**src/rtl/psw_pkg.sv**
```systemverilog
package psw_pkg;

  localparam int unsigned STATUS_W = 8;
  localparam int unsigned CLASS_W  = 5;
  localparam int unsigned BSEL_W   = 3;

  // bit positions inside the byte views
  localparam int unsigned BIT_N = 7;
  localparam int unsigned BIT_V = 6;
  localparam int unsigned BIT_1 = 5;
  localparam int unsigned BIT_B = 4;
  localparam int unsigned BIT_D = 3;
  localparam int unsigned BIT_I = 2;
  localparam int unsigned BIT_Z = 1;
  localparam int unsigned BIT_C = 0;

  typedef struct packed {
    logic n;
    logic v;
    logic d;
    logic i;
    logic z;
    logic c;
  } psw_flags_t;

  typedef enum logic [CLASS_W-1:0] {
    CLS_KEEP    = 5'd0,
    CLS_NZ      = 5'd1,
    CLS_NZC     = 5'd2,
    CLS_SHR     = 5'd3,
    CLS_NVZC    = 5'd4,
    CLS_BITTEST = 5'd5,
    CLS_CLR_C   = 5'd6,
    CLS_SET_C   = 5'd7,
    CLS_CLR_D   = 5'd8,
    CLS_SET_D   = 5'd9,
    CLS_CLR_I   = 5'd10,
    CLS_SET_I   = 5'd11,
    CLS_CLR_V   = 5'd12,
    CLS_RESTORE = 5'd13,
    CLS_SWBRK   = 5'd14,
    CLS_HWIRQ   = 5'd15
  } op_class_e;

  localparam psw_flags_t FLAGS_RST = '{n:1'b0, v:1'b0, d:1'b0, i:1'b1, z:1'b0, c:1'b0};

  function automatic logic [STATUS_W-1:0] pack_view(input psw_flags_t f, input logic b);
    logic [STATUS_W-1:0] r;
    r        = '0;
    r[BIT_N] = f.n;
    r[BIT_V] = f.v;
    r[BIT_1] = 1'b1;
    r[BIT_B] = b;
    r[BIT_D] = f.d;
    r[BIT_I] = f.i;
    r[BIT_Z] = f.z;
    r[BIT_C] = f.c;
    return r;
  endfunction

endpackage

```
**src/rtl/psw_rst_sync.sv**
```systemverilog
module psw_rst_sync #(
  parameter int unsigned STAGES = 2
) (
  input  logic clk,
  input  logic rst_n,
  output logic rst_sync_n
);

  logic [STAGES-1:0] sync_q;
  logic [STAGES-1:0] sync_d;

  always_comb begin
    sync_d = {sync_q[STAGES-2:0], 1'b1};
  end

  always_ff @(posedge clk or negedge rst_n) begin
    if (!rst_n) sync_q <= '0;
    else        sync_q <= sync_d;
  end

  assign rst_sync_n = sync_q[STAGES-1];

endmodule

```
**src/rtl/psw_update_decode.sv**
```systemverilog
module psw_update_decode
  import psw_pkg::*;
#(
  parameter int unsigned DATA_W = 8
) (
  input  logic [CLASS_W-1:0] op_class,
  input  logic               alu_n,
  input  logic               alu_v,
  input  logic               alu_z,
  input  logic               alu_c,
  input  logic [DATA_W-1:0]  acc_val,
  input  logic [DATA_W-1:0]  opnd_val,
  input  logic [DATA_W-1:0]  stack_byte,
  output psw_flags_t         wr_mask,
  output psw_flags_t         wr_val
);

  localparam int unsigned MSB = DATA_W - 1;

  logic bit_zero;

  always_comb begin
    bit_zero = ~|(acc_val & opnd_val);
  end

  always_comb begin
    wr_mask = '0;
    wr_val  = '0;
    case (op_class)
      CLS_NZ: begin
        wr_mask.n = 1'b1; wr_val.n = alu_n;
        wr_mask.z = 1'b1; wr_val.z = alu_z;
      end
      CLS_NZC: begin
        wr_mask.n = 1'b1; wr_val.n = alu_n;
        wr_mask.z = 1'b1; wr_val.z = alu_z;
        wr_mask.c = 1'b1; wr_val.c = alu_c;
      end
      CLS_SHR: begin
        wr_mask.n = 1'b1; wr_val.n = 1'b0;
        wr_mask.z = 1'b1; wr_val.z = alu_z;
        wr_mask.c = 1'b1; wr_val.c = alu_c;
      end
      CLS_NVZC: begin
        wr_mask.n = 1'b1; wr_val.n = alu_n;
        wr_mask.v = 1'b1; wr_val.v = alu_v;
        wr_mask.z = 1'b1; wr_val.z = alu_z;
        wr_mask.c = 1'b1; wr_val.c = alu_c;
      end
      CLS_BITTEST: begin
        wr_mask.n = 1'b1; wr_val.n = opnd_val[MSB];
        wr_mask.v = 1'b1; wr_val.v = opnd_val[MSB-1];
        wr_mask.z = 1'b1; wr_val.z = bit_zero;
      end
      CLS_CLR_C: begin wr_mask.c = 1'b1; wr_val.c = 1'b0; end
      CLS_SET_C: begin wr_mask.c = 1'b1; wr_val.c = 1'b1; end
      CLS_CLR_D: begin wr_mask.d = 1'b1; wr_val.d = 1'b0; end
      CLS_SET_D: begin wr_mask.d = 1'b1; wr_val.d = 1'b1; end
      CLS_CLR_I: begin wr_mask.i = 1'b1; wr_val.i = 1'b0; end
      CLS_SET_I: begin wr_mask.i = 1'b1; wr_val.i = 1'b1; end
      CLS_CLR_V: begin wr_mask.v = 1'b1; wr_val.v = 1'b0; end
      CLS_RESTORE: begin
        wr_mask  = '1;
        wr_val.n = stack_byte[BIT_N];
        wr_val.v = stack_byte[BIT_V];
        wr_val.d = stack_byte[BIT_D];
        wr_val.i = stack_byte[BIT_I];
        wr_val.z = stack_byte[BIT_Z];
        wr_val.c = stack_byte[BIT_C];
      end
      CLS_SWBRK, CLS_HWIRQ: begin
        wr_mask.i = 1'b1; wr_val.i = 1'b1;
      end
      default: begin
        wr_mask = '0;
        wr_val  = '0;
      end
    endcase
  end

endmodule

```
**src/rtl/psw_branch_eval.sv**
```systemverilog
module psw_branch_eval
  import psw_pkg::*;
(
  input  psw_flags_t         flags,
  input  logic [BSEL_W-1:0]  br_sel,
  output logic               br_taken
);

  logic picked;

  always_comb begin
    case (br_sel[BSEL_W-1:1])
      2'b00:   picked = flags.n;
      2'b01:   picked = flags.v;
      2'b10:   picked = flags.c;
      default: picked = flags.z;
    endcase
    br_taken = (picked == br_sel[0]);
  end

endmodule

```
**src/rtl/psw_status_reg.sv**
```systemverilog
module psw_status_reg
  import psw_pkg::*;
#(
  parameter int unsigned DATA_W     = 8,
  parameter int unsigned SYNC_DEPTH = 2
) (
  input  logic                clk,
  input  logic                rst_n,
  input  logic                upd_en,
  input  logic [CLASS_W-1:0]  op_class,
  input  logic                alu_n,
  input  logic                alu_v,
  input  logic                alu_z,
  input  logic                alu_c,
  input  logic [DATA_W-1:0]   acc_val,
  input  logic [DATA_W-1:0]   opnd_val,
  input  logic [DATA_W-1:0]   stack_byte,
  input  logic [BSEL_W-1:0]   br_sel,
  output logic [STATUS_W-1:0] status_o,
  output logic [STATUS_W-1:0] push_o,
  output logic                br_taken
);

  logic       rst_sync_n;
  psw_flags_t flags_q;
  psw_flags_t flags_d;
  psw_flags_t wr_mask;
  psw_flags_t wr_val;
  logic       hw_entry;

  psw_rst_sync #(.STAGES(SYNC_DEPTH)) u_rst_sync (
    .clk        (clk),
    .rst_n      (rst_n),
    .rst_sync_n (rst_sync_n)
  );

  psw_update_decode #(.DATA_W(DATA_W)) u_decode (
    .op_class   (op_class),
    .alu_n      (alu_n),
    .alu_v      (alu_v),
    .alu_z      (alu_z),
    .alu_c      (alu_c),
    .acc_val    (acc_val),
    .opnd_val   (opnd_val),
    .stack_byte (stack_byte),
    .wr_mask    (wr_mask),
    .wr_val     (wr_val)
  );

  psw_branch_eval u_branch (
    .flags    (flags_q),
    .br_sel   (br_sel),
    .br_taken (br_taken)
  );

  // next-state: masked merge, gated by the update strobe
  always_comb begin
    flags_d = flags_q;
    if (upd_en) begin
      flags_d = (flags_q & ~wr_mask) | (wr_val & wr_mask);
    end
  end

  always_ff @(posedge clk or negedge rst_sync_n) begin
    if (!rst_sync_n) flags_q <= FLAGS_RST;
    else             flags_q <= flags_d;
  end

  always_comb begin
    hw_entry = (op_class == CLS_HWIRQ);
    status_o = pack_view(flags_q, 1'b0);
    push_o   = pack_view(flags_q, ~hw_entry);
  end

  // strobe low freezes all flags
  a_r3_hold_without_strobe: assert property (@(posedge clk) disable iff (!rst_sync_n)
    !upd_en |=> $stable(status_o));

  // logical shift right leaves negative clear
  a_r6_shr_clears_neg: assert property (@(posedge clk) disable iff (!rst_sync_n)
    (upd_en && op_class == CLS_SHR) |=> !status_o[BIT_N]);

  // explicit set/clear touches at most one flag
  a_r8_single_flag: assert property (@(posedge clk) disable iff (!rst_sync_n)
    (upd_en && op_class >= CLS_CLR_C && op_class <= CLS_CLR_V)
      |=> ($countones(status_o ^ $past(status_o)) <= 1));

  // restore loads the six live bits from the pulled byte
  a_r9_restore_bits: assert property (@(posedge clk) disable iff (!rst_sync_n)
    (upd_en && op_class == CLS_RESTORE)
      |=> (status_o[7:6] == $past(stack_byte[7:6]) && status_o[3:0] == $past(stack_byte[3:0])));

  // break and interrupt entry leave interrupt-disable set
  a_r10_entry_sets_i: assert property (@(posedge clk) disable iff (!rst_sync_n)
    (upd_en && (op_class == CLS_SWBRK || op_class == CLS_HWIRQ)) |=> status_o[BIT_I]);

endmodule

```
**config.mk**
```make
export PLATFORM = sky130hd
export DESIGN_NAME = psw_status_reg
export DESIGN_NICKNAME = d
export VERILOG_FILES = /design/src/rtl/psw_pkg.sv /design/src/rtl/psw_rst_sync.sv /design/src/rtl/psw_update_decode.sv /design/src/rtl/psw_branch_eval.sv /design/src/rtl/psw_status_reg.sv
export SDC_FILE = /design/constraint.sdc
export NUM_CORES = 1
export LEC_CHECK = 0
export ABC_AREA = 1
export BUFFER_PORTS_ARGS = -buffer_cell sky130_fd_sc_hd__buf_2
export CORE_MARGIN = 10
export CORE_UTILIZATION = 41
export DETAILED_ROUTE_END_ITERATION = 7
export PLACE_DENSITY = 0.84
export SYNTH_ARGS = -nofsm -noshare
export SYNTH_HDL_FRONTEND = slang
export SYNTH_HIERARCHICAL = 1
export SYNTH_SLANG_ARGS = --single-unit
```
**constraint.sdc**
```tcl
create_clock -name clk -period 1 [get_ports clk]
set_clock_uncertainty 0.1 [all_clocks]
set_input_delay 0.05 -clock clk [delete_from_list [all_inputs] [get_ports clk]]
set_output_delay 0.05 -clock clk [all_outputs]
set_load 0.01 [all_outputs]
```
==> impl_metrics.env, run 1 <==
export IMPL_initial_core_util=0.425
export IMPL_synth_seq_area_share=0.247
export IMPL_clk_pin_slew_ns=0.06
export IMPL_hold_violations=5
export IMPL_fillers=189
export IMPL_holdWs_ns=-0.0179
export IMPL_synth_distinct_cells=19
export IMPL_cp_required_ns=0.85
export IMPL_cts_buffers=3
export IMPL_grt_pass1_vias=1103
export IMPL_drt_first_pass_iters=6
export IMPL_cpPeakStageDelay_ns=0.39
export IMPL_finalCritPeriodShare=1.29
export IMPL_dp_cells=215
export IMPL_grt_usage=0.129
export IMPL_fin_crit_ns=1.29
export IMPL_wl_mm=2.79
export IMPL_grt_pass1_wl_mm=4.60
export IMPL_yosysMostFrequentCell="nand2_1"
export IMPL_critPathBufInv=1
export IMPL_startpoint_type="register"
export IMPL_synthFlopType="dfrtp_1"
export IMPL_synth_edf_count=0
export IMPL_dp_slack_ns=-0.170
export IMPL_synthTopCellsByCount="nand2_1 (57), nand3_1 (17), buf_4 (10), inv_1 (9), nor2_1 (9)"
export IMPL_grt_overflow_total=0
export IMPL_layout_nets=234
export IMPL_final_setup_worst_slack_ns=-0.288
export IMPL_cts_buffer_depth=2
export IMPL_area_delta_synth_final_pct=53.4
export IMPL_syn_cell_area_um2=817
export IMPL_cp_max_fo=2
export IMPL_cts_tree="yes"
export IMPL_synth_area_leader_cell="nand2_1"
export IMPL_hp_class="reg -> async"
export IMPL_grt_max_degree=13
export IMPL_maxCapViolCount=0
export IMPL_place_congestion=0.859
export IMPL_critPathSlowestCell="dfrtp_1"
export IMPL_dieWidth_um=64.6
export IMPL_numClockSinks=8
export IMPL_status="complete, but fails checks"
export IMPL_vias=1062
export IMPL_final_antenna_net_count=0
export IMPL_synth_top_area_share=0.262
export IMPL_rows=16
export IMPL_detail_route_vias_per_cell=4.81
export IMPL_layout_cells_non_filler=221
export IMPL_drive_gt1_frac=0.433
export IMPL_rsz0062_at_grt="yes"
export IMPL_io_buffer_count=50
export IMPL_p_leak_nw=0.730
export IMPL_cp_end_kind="primary output"
export IMPL_p_per_area_nw_per_um2=867
export IMPL_synth_area_leaders="nand2_1 (26%), dfrtp_1 (21%), nand3_1 (10%)"
export IMPL_drt_iter0_markers=53
export IMPL_cts_max_level=1
export IMPL_die_y_um=64.6
export IMPL_num_io_pins=56
export IMPL_cts_root_buf="clkbuf_4"
export IMPL_violations="hold timing, setup timing"
export IMPL_die_area_um2=4180
export IMPL_slew_viol_final=0
export IMPL_synth_seq_cells=8
export IMPL_post_drt_wl_per_cell_um=12.6
export IMPL_ys_warn_count=6
export IMPL_coreArea_um2=1920
export IMPL_crit_top_cell="nand2_1"
export IMPL_worstPathCellList="nand2_1, nand3_2, nand2_2, nand2_1, nand2_1, buf_6"
export IMPL_syn_inst=135
export IMPL_drc=0
export IMPL_diodes=0
export IMPL_dp_hpwl_mm=2.27
export IMPL_crit_type="reg -> out"
export IMPL_max_freq_mhz=777
export IMPL_antenna_found_initial=0
export IMPL_insertion_delay_ns=0.24
export IMPL_syn_area_per_cell_um2=6.05
export IMPL_async_reset_ff_frac=1.00
export IMPL_path_delay_family="flip-flops"
export IMPL_setup_viol=11
export IMPL_ir_worst_vdd_mv=0.364
export IMPL_arrival_ns=1.14
## per-layer routing
layer | wire length, µm | global-route usage | vias to the layer above
li1 | - | - | 531
met1 | 1080 | 0.124 | 464
met2 | 1350 | 0.236 | 61
met3 | 312 | 0.0498 | 6
met4 | 55 | 0.0588 | 0
met5 | 0 | 0 | -
## logic make-up after synthesis
kind of cell,share of synthesized area
AO/OA/AOI/OAI,0.0276
buffers and inverters,0.165
flip-flops,0.247
other,0.0138
AND/OR/NAND/NOR,0.547
## metrics by stage
step / TNS (ns) / utilization / hold WS, ns / cell area [µm²] / power (W)
final: -0.795 / 0.652 / -0.0179 / 1250 / 0.00109
after global routing: -1.18 / 0.652 / 0.00682 / 1250 / 0.00117
after CTS: -0.720 / 0.632 / -0.00729 / 1210 / 0.00106
after detailed placement: -0.809 / 0.581 / -0.265 / 1120 / 0.000742
after global placement: -0.552 / 0.581 / -0.265 / 1120 / 0.000730
after floorplan: 0 / - / -0.346 / 821 / 0.000575
## power by group
part	internal [W]	switching [W]	leakage, nW	total (W)
clock	0.000153	0.000110	0.0150	0.000263
sequential	0.000352	0.0000218	0.102	0.000374
combinational	0.000232	0.000219	0.612	0.000451
## final timing paths
path	endpoint	slack, ns	cells past startpoint
setup / recovery	br_taken	-0.29	6
hold / removal	async pin	-0.02	0
setup reg to reg	register	0.04	4
hold reg to reg	async pin	-0.02	0
max in group asynchronous	async pin	0.56	0
min in group clk	register	0.01	3
## worst register-to-register path, cell delays in order (launching register included)
cell and delay, ns:
dfrtp_1 0.39, buf_6 0.13, buf_4 0.12, nand2_1 0.06, nand2_1 0.05
## cells in the final DEF (no fill, tap or decap), drive strengths merged
cell type | Yosys | routed
inv | 13 | 13
buf | 11 | 64
dlygate4sd3 | 0 | 1
dfrtp | 7 | 7
o21ai | 3 | 3
clkbuf | 0 | 4
nand3 | 20 | 20
nand2 | 57 | 57
nor2 | 12 | 12
or2 | 1 | 1
nand4 | 5 | 5
nor3 | 1 | 1
dfstp | 1 | 1
o211ai | 1 | 1
conb | 3 | 4
## timing repair
action                                 CTS  global route
setup endpoints to repair               11            14
buffers inserted                         3             4
pin swaps                                4             4
hold buffers                             1             0
cloned                                   0             0
resized for setup                       10             9
endpoints found under the hold margin    6             0
## cell type report
class,instances,area [µm²],share of cell area
multi-input combinational,104,502,0.400
timing repair buffer,65,442,0.352
sequential,8,201,0.161
inverter,13,48.8,0.0389
tap,27,33.8,0.0269
clock buffer,4,26.3,0.0210
(Power assumes the default switching activity.)
==> run 2, diff against run 1 <==
CORE_ASPECT_RATIO = 0.9   (was default)
HOLD_SLACK_MARGIN = 0.12   (was default)
==> impl_metrics.env, run 2 (synthesized netlist as in run 1, its figures left out) <==
export IMPL_cp_max_fo=2
export IMPL_place_congestion=0.841
export IMPL_rows=15
export IMPL_drc=0
export IMPL_p_leak_nw=0.812
export IMPL_cts_buffer_depth=2
export IMPL_area_delta_synth_final_pct=73.7
export IMPL_slew_viol_final=0
export IMPL_die_area_um2=4180
export IMPL_startpoint_type="register"
export IMPL_num_io_pins=56
export IMPL_die_y_um=62.4
export IMPL_p_per_area_nw_per_um2=800
export IMPL_critPathSlowestCell="dfrtp_1"
export IMPL_setup_viol=12
export IMPL_rsz0062_at_grt="yes"
export IMPL_final_antenna_net_count=0
export IMPL_cts_max_level=1
export IMPL_drt_iter0_markers=24
export IMPL_finalCritPeriodShare=1.27
export IMPL_violations="hold timing, setup timing"
export IMPL_hp_class="reg -> async"
export IMPL_internal_power_w=0.000782
export IMPL_detail_route_vias_per_cell=4.66
export IMPL_coreArea_um2=1910
export IMPL_cts_hold_buf=12
export IMPL_cp_depth=6
export IMPL_dieWidth_um=67.1
export IMPL_reg2reg_depth=5
export IMPL_ir_worst_vdd_mv=0.571
export IMPL_crit_type="reg -> out"
export IMPL_grt_usage=0.131
export IMPL_endpoint="br_taken"
export IMPL_drive_gt1_frac=0.433
export IMPL_p_sw_w=0.000353
export IMPL_antenna_found_initial=0
export IMPL_fillers=153
export IMPL_numClockSinks=8
export IMPL_status="complete, but fails checks"
export IMPL_combPwrFrac=0.444
export IMPL_cp_required_ns=0.85
export IMPL_seqPwrFrac=0.330
export IMPL_hold_violations=3
export IMPL_io_buffer_count=50
export IMPL_critPathBufInv=1
export IMPL_r2r_slack_ns=-0.02
export IMPL_grt_overflow_total=0
export IMPL_cts_root_buf="clkbuf_4"
export IMPL_cts_tree="yes"
export IMPL_path_delay_family="flip-flops"
export IMPL_grt_pass1_vias=1130
export IMPL_pwr_share_clk=0.227
export IMPL_max_freq_mhz=785
export IMPL_cts_buffers=3
export IMPL_grt_pass1_wl_mm=4.47
export IMPL_worstPathCellList="nand2_1, nand3_2, nand2_1, nand2_1, nand2_1, buf_2"
export IMPL_fin_crit_ns=1.27
export IMPL_wl_mm=2.86
export IMPL_final_common_cell="nand2_1"
export IMPL_grt_max_degree=13
export IMPL_mostFrequentLayoutCells="nand2_1 (53), buf_2 (39), nand3_1 (15), buf_4 (15), buf_6 (13)"
export IMPL_arrival_ns=1.12
export IMPL_vias=1096
export IMPL_initial_core_util=0.427
export IMPL_final_setup_worst_slack_ns=-0.274
export IMPL_clk_pin_slew_ns=0.06
export IMPL_insertion_delay_ns=0.25
export IMPL_dp_hpwl_mm=2.33
export IMPL_layout_nets=250
export IMPL_holdWs_ns=-0.0120
export IMPL_post_drt_wl_per_cell_um=12.2
export IMPL_diodes=0
export IMPL_crit_top_cell="nand2_1"
export IMPL_swShare=0.311
export IMPL_final_util=0.741
export IMPL_maxCapViolCount=0
export IMPL_cp_end_kind="primary output"
export IMPL_cpPeakStageDelay_ns=0.38
export IMPL_drt_first_pass_iters=4
## run 2: changes by cell type in the layout (fill, tap and decap cells not counted), sizes merged
cell / before / now
dlygate4sd3: 1 / 12
buf: 64 / 68
clkbuf: 4 / 5
## run 2: timing repair
item	CTS	global route
resized for setup	12	12
buffers inserted	3	3
pin swaps	2	4
gates cloned	0	0
setup endpoints to repair	9	16
endpoints found under the hold margin	13	5
## run 2: metal layers
| layer | wire length, µm | vias up | part of all wire | global-route usage |
|---|---|---|---|---|
| met4 | 69 | 0 | 0.024 | 0.0615 |
| met3 | 248 | 6 | 0.087 | 0.0394 |
| met5 | 0 | - | 0 | 0 |
| li1 | - | 566 | - | - |
| met1 | 1070 | 478 | 0.38 | 0.123 |
| met2 | 1470 | 46 | 0.51 | 0.244 |
## run 2: through the flow
| stage | setup TNS (ns) | area (µm²) | worst slack (ns) | power, W | std cells |
|---|---|---|---|---|---|
| 6_report | -0.990 | 1420 | -0.274 | 0.00113 | 235 |
| 5_1_grt | -1.38 | 1420 | -0.320 | 0.00121 | 235 |
| 4_1_cts | -0.864 | 1380 | -0.244 | 0.00112 | 234 |
| 3_5_place_dp | -0.960 | 1150 | -0.201 | 0.000755 | 216 |
| 3_3_place_gp | -0.842 | 1150 | -0.170 | 0.000742 | 216 |
| 2_1_floorplan | 0 | 821 | 0.0223 | 0.000575 | 136 |
## run 2: power groups by stage
stage               Sequential, W  Combinational (W)  Clock [W]
finish                   0.000374           0.000504   0.000257
global route             0.000378           0.000549   0.000286
CTS                      0.000371           0.000484   0.000263
detailed placement       0.000376           0.000379          0
global placement         0.000375           0.000367          0
floorplan                0.000389           0.000187          0
## run 2: worst min path at each step
stage / cells after the start / end / from
6_report: 0 / async pin / u_rst_sync/sync_q[1]
3_5_place_dp: 1 / u_rst_sync/sync_q[0] / rst_n
5_1_grt: 0 / async pin / u_rst_sync/sync_q[1]
4_1_cts: 0 / async pin / u_rst_sync/sync_q[1]
2_1_floorplan: 0 / u_rst_sync/sync_q[0] / rst_n
3_3_place_gp: 1 / u_rst_sync/sync_q[0] / rst_n
## run 2: layout make-up
class	instances	area (µm²)	share of cell area
tap	25	31.3	0.0220
inverter	13	48.8	0.0344
timing repair buffer	81	602	0.424
sequential	8	201	0.142
multi-input combinational	104	509	0.359
clock buffer	4	26.3	0.0185
